==> src/rtl/pio_pkg.sv <==
package pio_pkg;
  localparam int PIO_W   = 8;
  localparam int HALF_W  = PIO_W / 2;
  localparam int ADDR_W  = 2;
  localparam int SEL_W   = $clog2(PIO_W);

  localparam logic [ADDR_W-1:0] ADR_A    = 2'd0;
  localparam logic [ADDR_W-1:0] ADR_B    = 2'd1;
  localparam logic [ADDR_W-1:0] ADR_C    = 2'd2;
  localparam logic [ADDR_W-1:0] ADR_CTRL = 2'd3;

  // configuration word field positions
  localparam int KIND_BIT  = 7;
  localparam int A_HS_BIT  = 6;
  localparam int A_IN_BIT  = 5;
  localparam int CU_IN_BIT = 4;
  localparam int B_HS_BIT  = 3;
  localparam int B_IN_BIT  = 2;
  localparam int CL_IN_BIT = 1;

  // roles inside one half of port C during handshake
  localparam int STB_OFS  = 0;
  localparam int FLAG_OFS = 1;
  localparam int INTR_OFS = 2;
  localparam int INTE_OFS = 3;

  typedef struct packed {
    logic aHs;
    logic aIn;
    logic cuIn;
    logic bHs;
    logic bIn;
    logic clIn;
  } pioCfg_t;

  localparam pioCfg_t CFG_RESET = '{aHs: 1'b0, aIn: 1'b1, cuIn: 1'b1,
                                    bHs: 1'b0, bIn: 1'b1, clIn: 1'b1};

  typedef struct packed {
    logic              modeWr;
    logic              bitWr;
    logic [SEL_W-1:0]  bitSel;
    logic              bitVal;
    logic              wrA;
    logic              wrB;
    logic              wrC;
    logic              rdA;
    logic              rdB;
    logic              rdEn;
    logic [ADDR_W-1:0] rdAddr;
    logic [PIO_W-1:0]  wdata;
  } pioStrobe_t;
endpackage

==> src/rtl/pio_ctrl.sv <==
module pio_ctrl
  import pio_pkg::*;
(
  input  logic              clk,
  input  logic              rstN,
  input  logic              csN,
  input  logic              rdN,
  input  logic              wrN,
  input  logic [ADDR_W-1:0] addr,
  input  logic [PIO_W-1:0]  wdata,
  output pioStrobe_t        stb,
  output pioCfg_t           cfg
);
  logic wrHit, rdHit, ctrlWr;

  assign wrHit  = !csN && !wrN;
  assign rdHit  = !csN && !rdN;
  assign ctrlWr = wrHit && (addr == ADR_CTRL);

  always_comb begin
    stb        = '0;
    stb.wdata  = wdata;
    stb.modeWr = ctrlWr && wdata[KIND_BIT];
    stb.bitWr  = ctrlWr && !wdata[KIND_BIT];
    stb.bitSel = wdata[SEL_W:1];
    stb.bitVal = wdata[0];
    stb.wrA    = wrHit && (addr == ADR_A);
    stb.wrB    = wrHit && (addr == ADR_B);
    stb.wrC    = wrHit && (addr == ADR_C);
    stb.rdA    = rdHit && (addr == ADR_A);
    stb.rdB    = rdHit && (addr == ADR_B);
    stb.rdEn   = rdHit;
    stb.rdAddr = addr;
  end

  always_ff @(posedge clk or negedge rstN) begin
    if (!rstN) begin
      cfg <= CFG_RESET;
    end else if (stb.modeWr) begin
      cfg.aHs  <= wdata[A_HS_BIT];
      cfg.aIn  <= wdata[A_IN_BIT];
      cfg.cuIn <= wdata[CU_IN_BIT];
      cfg.bHs  <= wdata[B_HS_BIT];
      cfg.bIn  <= wdata[B_IN_BIT];
      cfg.clIn <= wdata[CL_IN_BIT];
    end
  end
endmodule

==> src/rtl/pio_hs_port.sv <==
module pio_hs_port
  import pio_pkg::*;
(
  input  logic             clk,
  input  logic             rstN,
  input  logic             clr,
  input  logic             hsEn,
  input  logic             dirIn,
  input  logic [PIO_W-1:0] pinIn,
  input  logic             stbN,
  input  logic             wrStb,
  input  logic             rdStb,
  input  logic [PIO_W-1:0] wdata,
  input  logic             inte,
  output logic [PIO_W-1:0] latchOut,
  output logic [PIO_W-1:0] readVal,
  output logic             flagPin,
  output logic             intrPin
);
  logic [PIO_W-1:0] outQ, inQ;
  logic full, done;

  always_ff @(posedge clk or negedge rstN) begin
    if (!rstN) begin
      outQ <= '0;
      inQ  <= '0;
      full <= 1'b0;
      done <= 1'b0;
    end else if (clr) begin
      outQ <= '0;
      inQ  <= '0;
      full <= 1'b0;
      done <= 1'b0;
    end else begin
      if (wrStb) outQ <= wdata;
      if (hsEn && dirIn) begin
        if (!stbN) begin
          inQ  <= pinIn;
          full <= 1'b1;
        end else if (rdStb) begin
          full <= 1'b0;
        end
      end else if (hsEn) begin
        if (wrStb) begin
          full <= 1'b1;
          done <= 1'b0;
        end else if (!stbN && full) begin
          full <= 1'b0;
          done <= 1'b1;
        end
      end
    end
  end

  assign latchOut = outQ;
  assign readVal  = dirIn ? (hsEn ? inQ : pinIn) : outQ;
  assign flagPin  = dirIn ? full : !full;
  assign intrPin  = inte && (dirIn ? full : done);
endmodule

==> src/rtl/pio_datapath.sv <==
module pio_datapath
  import pio_pkg::*;
(
  input  logic             clk,
  input  logic             rstN,
  input  pioStrobe_t       stb,
  input  pioCfg_t          cfg,
  output logic [PIO_W-1:0] rdata,
  input  logic [PIO_W-1:0] paIn,
  output logic [PIO_W-1:0] paOut,
  output logic [PIO_W-1:0] paOe,
  input  logic [PIO_W-1:0] pbIn,
  output logic [PIO_W-1:0] pbOut,
  output logic [PIO_W-1:0] pbOe,
  input  logic [PIO_W-1:0] pcIn,
  output logic [PIO_W-1:0] pcOut,
  output logic [PIO_W-1:0] pcOe
);
  localparam int NPORT = 2;

  logic [PIO_W-1:0] pcLatch;
  logic [NPORT-1:0] hsEn, dirIn, halfIn, stbN, wrP, rdP, inte, flag, intr;
  logic [PIO_W-1:0] pinIn   [NPORT];
  logic [PIO_W-1:0] latchQ  [NPORT];
  logic [PIO_W-1:0] readV   [NPORT];
  logic [PIO_W-1:0] pcRead;

  // index 0 = group A (upper half of C), index 1 = group B (lower half)
  assign hsEn   = {cfg.bHs, cfg.aHs};
  assign dirIn  = {cfg.bIn, cfg.aIn};
  assign halfIn = {cfg.clIn, cfg.cuIn};
  assign stbN   = {pcIn[STB_OFS], pcIn[HALF_W+STB_OFS]};
  assign inte   = {pcLatch[INTE_OFS], pcLatch[HALF_W+INTE_OFS]};
  assign wrP    = {stb.wrB, stb.wrA};
  assign rdP    = {stb.rdB, stb.rdA};
  assign pinIn[0] = paIn;
  assign pinIn[1] = pbIn;

  always_ff @(posedge clk or negedge rstN) begin
    if (!rstN)            pcLatch <= '0;
    else if (stb.modeWr)  pcLatch <= '0;
    else if (stb.wrC)     pcLatch <= stb.wdata;
    else if (stb.bitWr)   pcLatch[stb.bitSel] <= stb.bitVal;
  end

  for (genvar g = 0; g < NPORT; g++) begin : genGrp
    localparam int BASE = (g == 0) ? HALF_W : 0;
    logic [HALF_W-1:0] hOut, hOe;

    pio_hs_port u_hs (
      .clk      (clk),
      .rstN     (rstN),
      .clr      (stb.modeWr),
      .hsEn     (hsEn[g]),
      .dirIn    (dirIn[g]),
      .pinIn    (pinIn[g]),
      .stbN     (stbN[g]),
      .wrStb    (wrP[g]),
      .rdStb    (rdP[g]),
      .wdata    (stb.wdata),
      .inte     (inte[g]),
      .latchOut (latchQ[g]),
      .readVal  (readV[g]),
      .flagPin  (flag[g]),
      .intrPin  (intr[g])
    );

    always_comb begin
      hOut = pcLatch[BASE +: HALF_W];
      hOe  = {HALF_W{!halfIn[g]}};
      if (hsEn[g]) begin
        hOut[FLAG_OFS] = flag[g];
        hOut[INTR_OFS] = intr[g];
        hOe            = '1;
        hOe[STB_OFS]   = 1'b0;
      end
    end
  end

  assign pcOut = {genGrp[0].hOut, genGrp[1].hOut};
  assign pcOe  = {genGrp[0].hOe,  genGrp[1].hOe};
  assign paOut = latchQ[0];
  assign pbOut = latchQ[1];
  assign paOe  = {PIO_W{!cfg.aIn}};
  assign pbOe  = {PIO_W{!cfg.bIn}};
  assign pcRead = (pcOe & pcOut) | (~pcOe & pcIn);

  always_comb begin
    rdata = '0;
    if (stb.rdEn) begin
      case (stb.rdAddr)
        ADR_A:   rdata = readV[0];
        ADR_B:   rdata = readV[1];
        ADR_C:   rdata = pcRead;
        default: rdata = '0;
      endcase
    end
  end
endmodule

==> src/rtl/pio_three_port.sv <==
module pio_three_port
  import pio_pkg::*;
(
  input  logic              clk,
  input  logic              rstN,
  input  logic              csN,
  input  logic              rdN,
  input  logic              wrN,
  input  logic [ADDR_W-1:0] addr,
  input  logic [PIO_W-1:0]  wdata,
  output logic [PIO_W-1:0]  rdata,
  input  logic [PIO_W-1:0]  paIn,
  output logic [PIO_W-1:0]  paOut,
  output logic [PIO_W-1:0]  paOe,
  input  logic [PIO_W-1:0]  pbIn,
  output logic [PIO_W-1:0]  pbOut,
  output logic [PIO_W-1:0]  pbOe,
  input  logic [PIO_W-1:0]  pcIn,
  output logic [PIO_W-1:0]  pcOut,
  output logic [PIO_W-1:0]  pcOe
);
  pioStrobe_t stb;
  pioCfg_t    cfg;

  pio_ctrl u_ctrl (
    .clk(clk), .rstN(rstN), .csN(csN), .rdN(rdN), .wrN(wrN),
    .addr(addr), .wdata(wdata), .stb(stb), .cfg(cfg)
  );

  pio_datapath u_dp (
    .clk(clk), .rstN(rstN), .stb(stb), .cfg(cfg), .rdata(rdata),
    .paIn(paIn), .paOut(paOut), .paOe(paOe),
    .pbIn(pbIn), .pbOut(pbOut), .pbOe(pbOe),
    .pcIn(pcIn), .pcOut(pcOut), .pcOe(pcOe)
  );
endmodule

==> config.mk <==
export PLATFORM = sky130hd
export DESIGN_NAME = pio_three_port
export DESIGN_NICKNAME = d
export VERILOG_FILES = /design/src/rtl/pio_pkg.sv /design/src/rtl/pio_ctrl.sv /design/src/rtl/pio_hs_port.sv /design/src/rtl/pio_datapath.sv /design/src/rtl/pio_three_port.sv
export SDC_FILE = /design/constraint.sdc
export NUM_CORES = 1
export LEC_CHECK = 0
export CAP_MARGIN = 25
export CELL_PAD_IN_SITES_DETAIL_PLACEMENT = 0
export CELL_PAD_IN_SITES_GLOBAL_PLACEMENT = 1
export CORE_MARGIN = 4
export CORE_UTILIZATION = 38
export CTS_BUF_LIST = sky130_fd_sc_hd__clkbuf_16
export DETAILED_ROUTE_END_ITERATION = 10
export PLACE_DENSITY = 0.84
export SYNTH_ARGS = -nofsm -noshare
export SYNTH_HDL_FRONTEND = slang
export SYNTH_SLANG_ARGS = --single-unit
==> constraint.sdc <==
create_clock -name clk -period 3 [get_ports clk]
set_clock_uncertainty 0.2 [all_clocks]
set_input_delay 0.3 -clock clk [delete_from_list [all_inputs] [get_ports clk]]
set_output_delay 0.3 -clock clk [all_outputs]
set_load 0.02 [all_outputs]
==> metrics.csv, run 1 <==
metric,value,unit
Starting Density,0.394,
IO buf count,94,
status,finished clean,
period utilization,0.969,
worst vdd ir,0.341,mV
Post-Place Setup Slack,0.210,ns
layout cell share with drive strength beyond 1,0.120,
core area,8300,um^2
final wirelength,9590,um
register area share after synthesis,0.384,
grt total ovfl,0,
largest area contributor in the netlist,dfrtp_1,
synth warn,0,
Final GP Congestion,0.867,
Critical Path Fanout Max,14,
CTS tree,built,
initial DRC count,155,
first-pass GRT wire length,15200,um
FP Rows,33,
Filler Cell Count,772,
post-layout instance area,4330,um^2
Netlist cell types,49,
insertion delay to the later sink of the worst-skew pair,0.29,ns
Crit Path Category,reg2out,
Avg Inst Size Synth,9.03,um^2
number of global-route vias before repair,2864,
die area,10200,um^2
post-synth top area share,0.352,
Max Cap Viol,0,
worst endpoint required time,2.50,ns
endpoints failing setup,0,
CTS buffer count,5,
fin crit period,2.91,ns
clk slew on worst S/H paths,0.07,ns
drt pass-1 iters,4,
instance area at placement,4140,um^2
number of synthesized flops with an enable pin,0,
Root Driver,clkbuf_16,
Async SR Flop Fraction,1.00,
Power Dens Cells,673,nW/um^2
Peak Freq,344,MHz
number of vias per cell,5.40,
Post-Syn Area,3270,um^2
Post-route DRC,0,
per-cell routed wire length,17.8,um
area grow syn2layout,32.5,%
final worst slack,0.0940,ns
worst min path class,reg2reg,
utilization after layout,0.522,
Sink Count,50,
"Hold Violations, Final",0,
routed vias,2898,
die height,101,um
n_diodes,0,
Yosys reg bits,50,
pin slew with the least headroom to its limit,0.674,ns
relative slew slack,0.547,
largest net degree at the start of global routing,31,
synth top area cells,"dfrtp_1, mux2i_1, nand2_1",
Pleak,1.86,nW
CTS max path bufs,2,
Synth Flop Type,dfrtp_1,
IO Count,95,
die width,101,um
Inst Count DP,528,
RSZ-0062 raised after global routing,false,
max-slew violation total from the final report,0,
setup total negative slack,0,ns
fin nets,470,
Crit. End Element,output pin,
Non-Filler Instances,537,
CTS HTree Levels,2,
syn_nets,401,
Critical Path AT,2.41,ns
cell count after synthesis,362,
remaining antenna violation count,0,
DP HPWL,7120,um
gr usage total,0.190,
postcts setup bufs,0,
element type at the critical path start,register,
initial antenna violation count,0,
==> where the power goes <==
group / leakage (nW) / total (W) / switching, W / internal [W]
logic: 1.17 / 0.00120 / 0.000622 / 0.000583
clock network: 0.0848 / 0.000667 / 0.000267 / 0.000400
registers: 0.608 / 0.00104 / 0.000177 / 0.000867
==> placed cells by master (no fill, tap or decap), types with 2 or more instances in the layout <==
master / instances
clkbuf_16: 5
nand2b_1: 4
clkdlybuf4s50_1: 93
buf_4: 13
a21oi_2: 4
a211oi_2: 4
a31oi_1: 8
nor2_2: 2
or3b_2: 2
nand3_1: 7
o211ai_1: 12
dfrtp_1: 45
a211oi_1: 2
o311a_1: 4
nand2_1: 56
o22ai_1: 4
nor3b_2: 2
dfstp_2: 3
inv_1: 7
xnor2_1: 2
and3_1: 3
a21oi_1: 24
mux2i_1: 42
o21ai_0: 19
nor2b_1: 3
nor2_1: 29
inv_6: 2
mux2_2: 4
nand3b_1: 3
==> worst max-delay path, cell delays in order (launching register included) <==
cell	delay (ns)
dfrtp_2	0.57
nand2b_1	0.30
mux2i_1	0.27
nor2_1	0.08
o311a_1	0.33
clkdlybuf4s50_1	0.55
==> kinds of logic (layout without fill, tap and decap cells) <==
group	Yosys count	after routing	synth area share
and+or+nand+nor	118	118	0.173
DFF	50	50	0.384
muxes	46	46	0.142
buffers and inverters	54	124	0.103
AOI/OAI and AO/OA	92	92	0.193
xor gates and xnor gates	2	2	0.00536
==> path summary, 6_finish.rpt <==
check	from	endpoint	slack (ns)	cells past startpoint
hold / removal	u_dp.genGrp[1].u_hs.inQ[3]$_DFFE_PN0P_	u_dp.genGrp[1].u_hs.inQ[3]$_DFFE_PN0P_	0.33	2
setup / recovery	u_ctrl.cfg[2]$_DFFE_PN0P_	rdata[3]	0.09	5
setup reg to reg	u_ctrl.cfg[1]$_DFFE_PN1P_	u_dp.genGrp[1].u_hs.full$_DFFE_PN0P_	0.94	4
hold reg to reg	u_dp.genGrp[1].u_hs.inQ[3]$_DFFE_PN0P_	u_dp.genGrp[1].u_hs.inQ[3]$_DFFE_PN0P_	0.33	2
min in group asynchronous	rstN	u_dp.pcLatch[0]$_DFFE_PN0P_	0.35	2
max in group asynchronous	rstN	u_dp.genGrp[1].u_hs.latchOut[6]$_DFFE_PN0N_	1.63	3
==> cells in the mapped netlist, types with 4 or more instances <==
library cell / number
dfrtp_1: 46
mux2_2: 4
buf_2: 10
a21oi_1: 24
inv_1: 7
dfstp_2: 4
o311a_1: 4
o21ai_0: 19
a211oi_2: 4
mux2i_1: 42
nor2_1: 29
nand2b_1: 4
a31oi_1: 8
o22ai_1: 4
a21oi_2: 4
clkbuf_1: 5
nand3_1: 7
o211ai_1: 12
nand2_1: 56
buf_4: 26
==> per-stage QoR <==
step	total power, W	hold WS, ns
floorplan	0.00182	-0.196
global placement	0.00224	0.140
detailed placement	0.00226	0.141
CTS	0.00294	0.335
global route	0.00309	0.364
finish	0.00292	0.331
==> state kept, by name (all words and copies together) (netlist names) <==
name	flops
u_dp.genGrp.u_hs.latchOut	16
u_dp.pcLatch	8
u_dp.genGrp.u_hs.done	2
u_dp.genGrp.u_hs.inQ	16
u_dp.genGrp.u_hs.full	2
u_ctrl.cfg	6
==> routing by layer <==
| metal | vias up | routed length (um) | track usage |
|---|---|---|---|
| li1 | 1396 | - | - |
| met5 | - | 0 | 0 |
| met2 | 113 | 4500 | 0.301 |
| met1 | 1381 | 4280 | 0.270 |
| met4 | 0 | 75 | 0.0373 |
| met3 | 8 | 730 | 0.0381 |
==> area by class of cell <==
class	instances	area, um^2	share of cell area
clock buffer	5	125	0.0289
multi-input combinational	258	1680	0.387
sequential	50	1260	0.291
tap	105	131	0.0303
inverter	7	26.3	0.00607
clock inverter	3	47.5	0.0110
timing repair buffer	109	1060	0.246
==> repair_timing <==
action                                 4_1_cts  5_1_grt
hold buffers                                 1        0
pin swaps                                    0        0
resized for setup                            1        1
endpoints found under the hold margin       19        0
setup endpoints to repair                    1        1
Power figures use the tool's default switching activity.
==> inputs of run 2 (changes only) <==
clock period = 3.5 ns   (was 3 ns; I/O delays follow)
==> metrics.csv, run 2 (same netlist as run 1, synthesis figures left out) <==
metric,value,unit,change
area grow syn2layout,29.4,%,
layout cell share with drive strength beyond 1,0.101,,-0.0192
drt pass-1 iters,4,,unchanged
number of global-route vias before repair,2814,,-1.7%
Crit. End Element,output pin,,
RSZ-0062 raised after global routing,false,,
gr usage total,0.190,,about the same
cell chain of the critical path,nand2b_1 -> mux2i_1 -> nor2_1 -> o311a_1 -> clkdlybuf4s50_1,,
Critical Path AT,2.55,ns,+0.14 ns
met3 Use GR,0.0381,,unchanged
FP Rows,33,,unchanged
clk slew on worst S/H paths,0.07,ns,about the same
initial DRC count,183,,+18%
Power Dens Cells,564,nW/um^2,-16%
post-CTS resize count,0,,-1
insertion delay to the later sink of the worst-skew pair,0.28,ns,about the same
Hold Crit Depth,2,,unchanged
DP HPWL,6920,um,-2.8%
Crit. path cell count,5,,unchanged
setup total negative slack,0,ns,unchanged
slowest CP cell,dfrtp_1,,
GRT busiest layer,met2,,
Final GP Congestion,0.846,,-2.5%
final wirelength,9460,um,-1.3%
grt total ovfl,0,,unchanged
max-slew violation total from the final report,0,,unchanged
CTS tree,built,,
Starting Density,0.394,,unchanged
worst vdd ir,0.339,mV,-0.61%
status,finished clean,,
Crit Path Category,reg2out,,
"Hold Violations, Final",0,,unchanged
"CP delay by family, top",flip-flops,,
IO Count,95,,unchanged
n_diodes,0,,unchanged
Root Driver,clkbuf_16,,
relative slew slack,0.500,,-0.0474
element type at the critical path start,register,,
CTS buffer count,5,,unchanged
buffer and inverter count on the worst path,1,,unchanged
CTS max path bufs,2,,unchanged
worst min path class,reg2reg,,
cells on worst reg2reg path,4,,unchanged
die width,101,um,unchanged
Inst Count DP,521,,-1.3%
fin crit period,3.10,ns,
Pleak,1.82,nW,-2.4%
Sink Count,50,,unchanged
Non-Filler Instances,530,,-1.3%
period utilization,0.887,,
most frequent cells in the layout,"clkdlybuf4s50_1, nand2_1, dfrtp_1",,
die height,101,um,unchanged
Post-route DRC,0,,unchanged
per-cell routed wire length,17.9,um,about the same
pin slew with the least headroom to its limit,0.750,ns,+0.0761 ns
routed vias,2871,,-0.93%
initial antenna violation count,0,,unchanged
fin nets,463,,-1.5%
Peak Freq,322,MHz,
core area,8300,um^2,unchanged
Critical Path Fanout Max,18,,+4
worst endpoint required time,2.95,ns,+0.45 ns
largest net degree at the start of global routing,37,,+19%
met1 usage,0.272,,+0.00197
postcts setup bufs,0,,unchanged
endpoints failing setup,0,,unchanged
number of vias per cell,5.42,,+0.38%
die area,10200,um^2,unchanged
CTS HTree Levels,2,,unchanged
first-pass GRT wire length,15100,um,-0.64%
IO buf count,94,,unchanged
remaining antenna violation count,0,,unchanged
"most common cell after layout, fill and taps aside",clkdlybuf4s50_1,,
Max Cap Viol,0,,unchanged
"slowest stage delay, CP",0.83,ns,+0.26 ns
met2 usage,0.297,,-0.00456
-- run 2: where the power goes --
| group | internal (W) | switching, W |
|---|---|---|
| logic | 0.000489 | 0.000513 |
| registers | 0.000741 | 0.000166 |
| clock network | 0.000264 | 0.000214 |
-- run 2: worst min-delay path: cells and delay by family, from the launching register on --
kind	cells	cell delay, ns
DFF	1	0.34
muxes	1	0.07
and+or+nand+nor	1	0.08
-- run 2: cell type report --
type,instances,area [um^2]
repair buffers,102,998
flip-flops and latches,50,1260
clock buffers,5,125
multi-input cells,258,1680
inverters,7,26.3
well taps,105,131
clock inverters,3,17.5
fillers,788,4070
-- run 2: path summary, 6_finish.rpt --
| path | start | end | slack, ns |
|---|---|---|---|
| worst min register to register | u_dp.genGrp[1].u_hs.inQ[1]$_DFFE_PN0P_ | u_dp.genGrp[1].u_hs.inQ[1]$_DFFE_PN0P_ | 0.33 |
| worst min-delay path | u_dp.genGrp[1].u_hs.inQ[1]$_DFFE_PN0P_ | u_dp.genGrp[1].u_hs.inQ[1]$_DFFE_PN0P_ | 0.33 |
| max in group asynchronous | rstN | u_dp.genGrp[1].u_hs.inQ[4]$_DFFE_PN0P_ | 1.86 |
| worst max register to register | u_ctrl.cfg[5]$_DFFE_PN0P_ | u_dp.genGrp[0].u_hs.inQ[0]$_DFFE_PN0P_ | 1.38 |
| worst max-delay path | u_ctrl.cfg[5]$_DFFE_PN0P_ | rdata[7] | 0.40 |
| min in group asynchronous | rstN | u_ctrl.cfg[5]$_DFFE_PN0P_ | 0.48 |
-- run 2: per-layer routing --
metal	vias to the layer above	part of all wire
met5	-	0
met4	0	0.010
met3	6	0.081
met2	117	0.46
met1	1361	0.44
li1	1387	-
-- run 2: metrics by stage --
stage / hold WS [ns] / setup WS (ns) / instance area [um^2] / util / power, W
global placement: 0.261 / 0.510 / 4080 / 0.491 / 0.00190
finish: 0.326 / 0.395 / 4230 / 0.510 / 0.00239
global route: 0.352 / 0.213 / 4230 / 0.510 / 0.00254
CTS: 0.332 / 0.379 / 4230 / 0.510 / 0.00241
floorplan: -0.146 / 1.42 / 3270 / - / 0.00156
detailed placement: 0.264 / 0.446 / 4080 / 0.491 / 0.00192
-- run 2: repair_timing --
item / in CTS / in global routing
hold endpoints to repair: 26 / 0
hold buffers: 1 / 0
endpoints found under the setup margin: 0 / 0
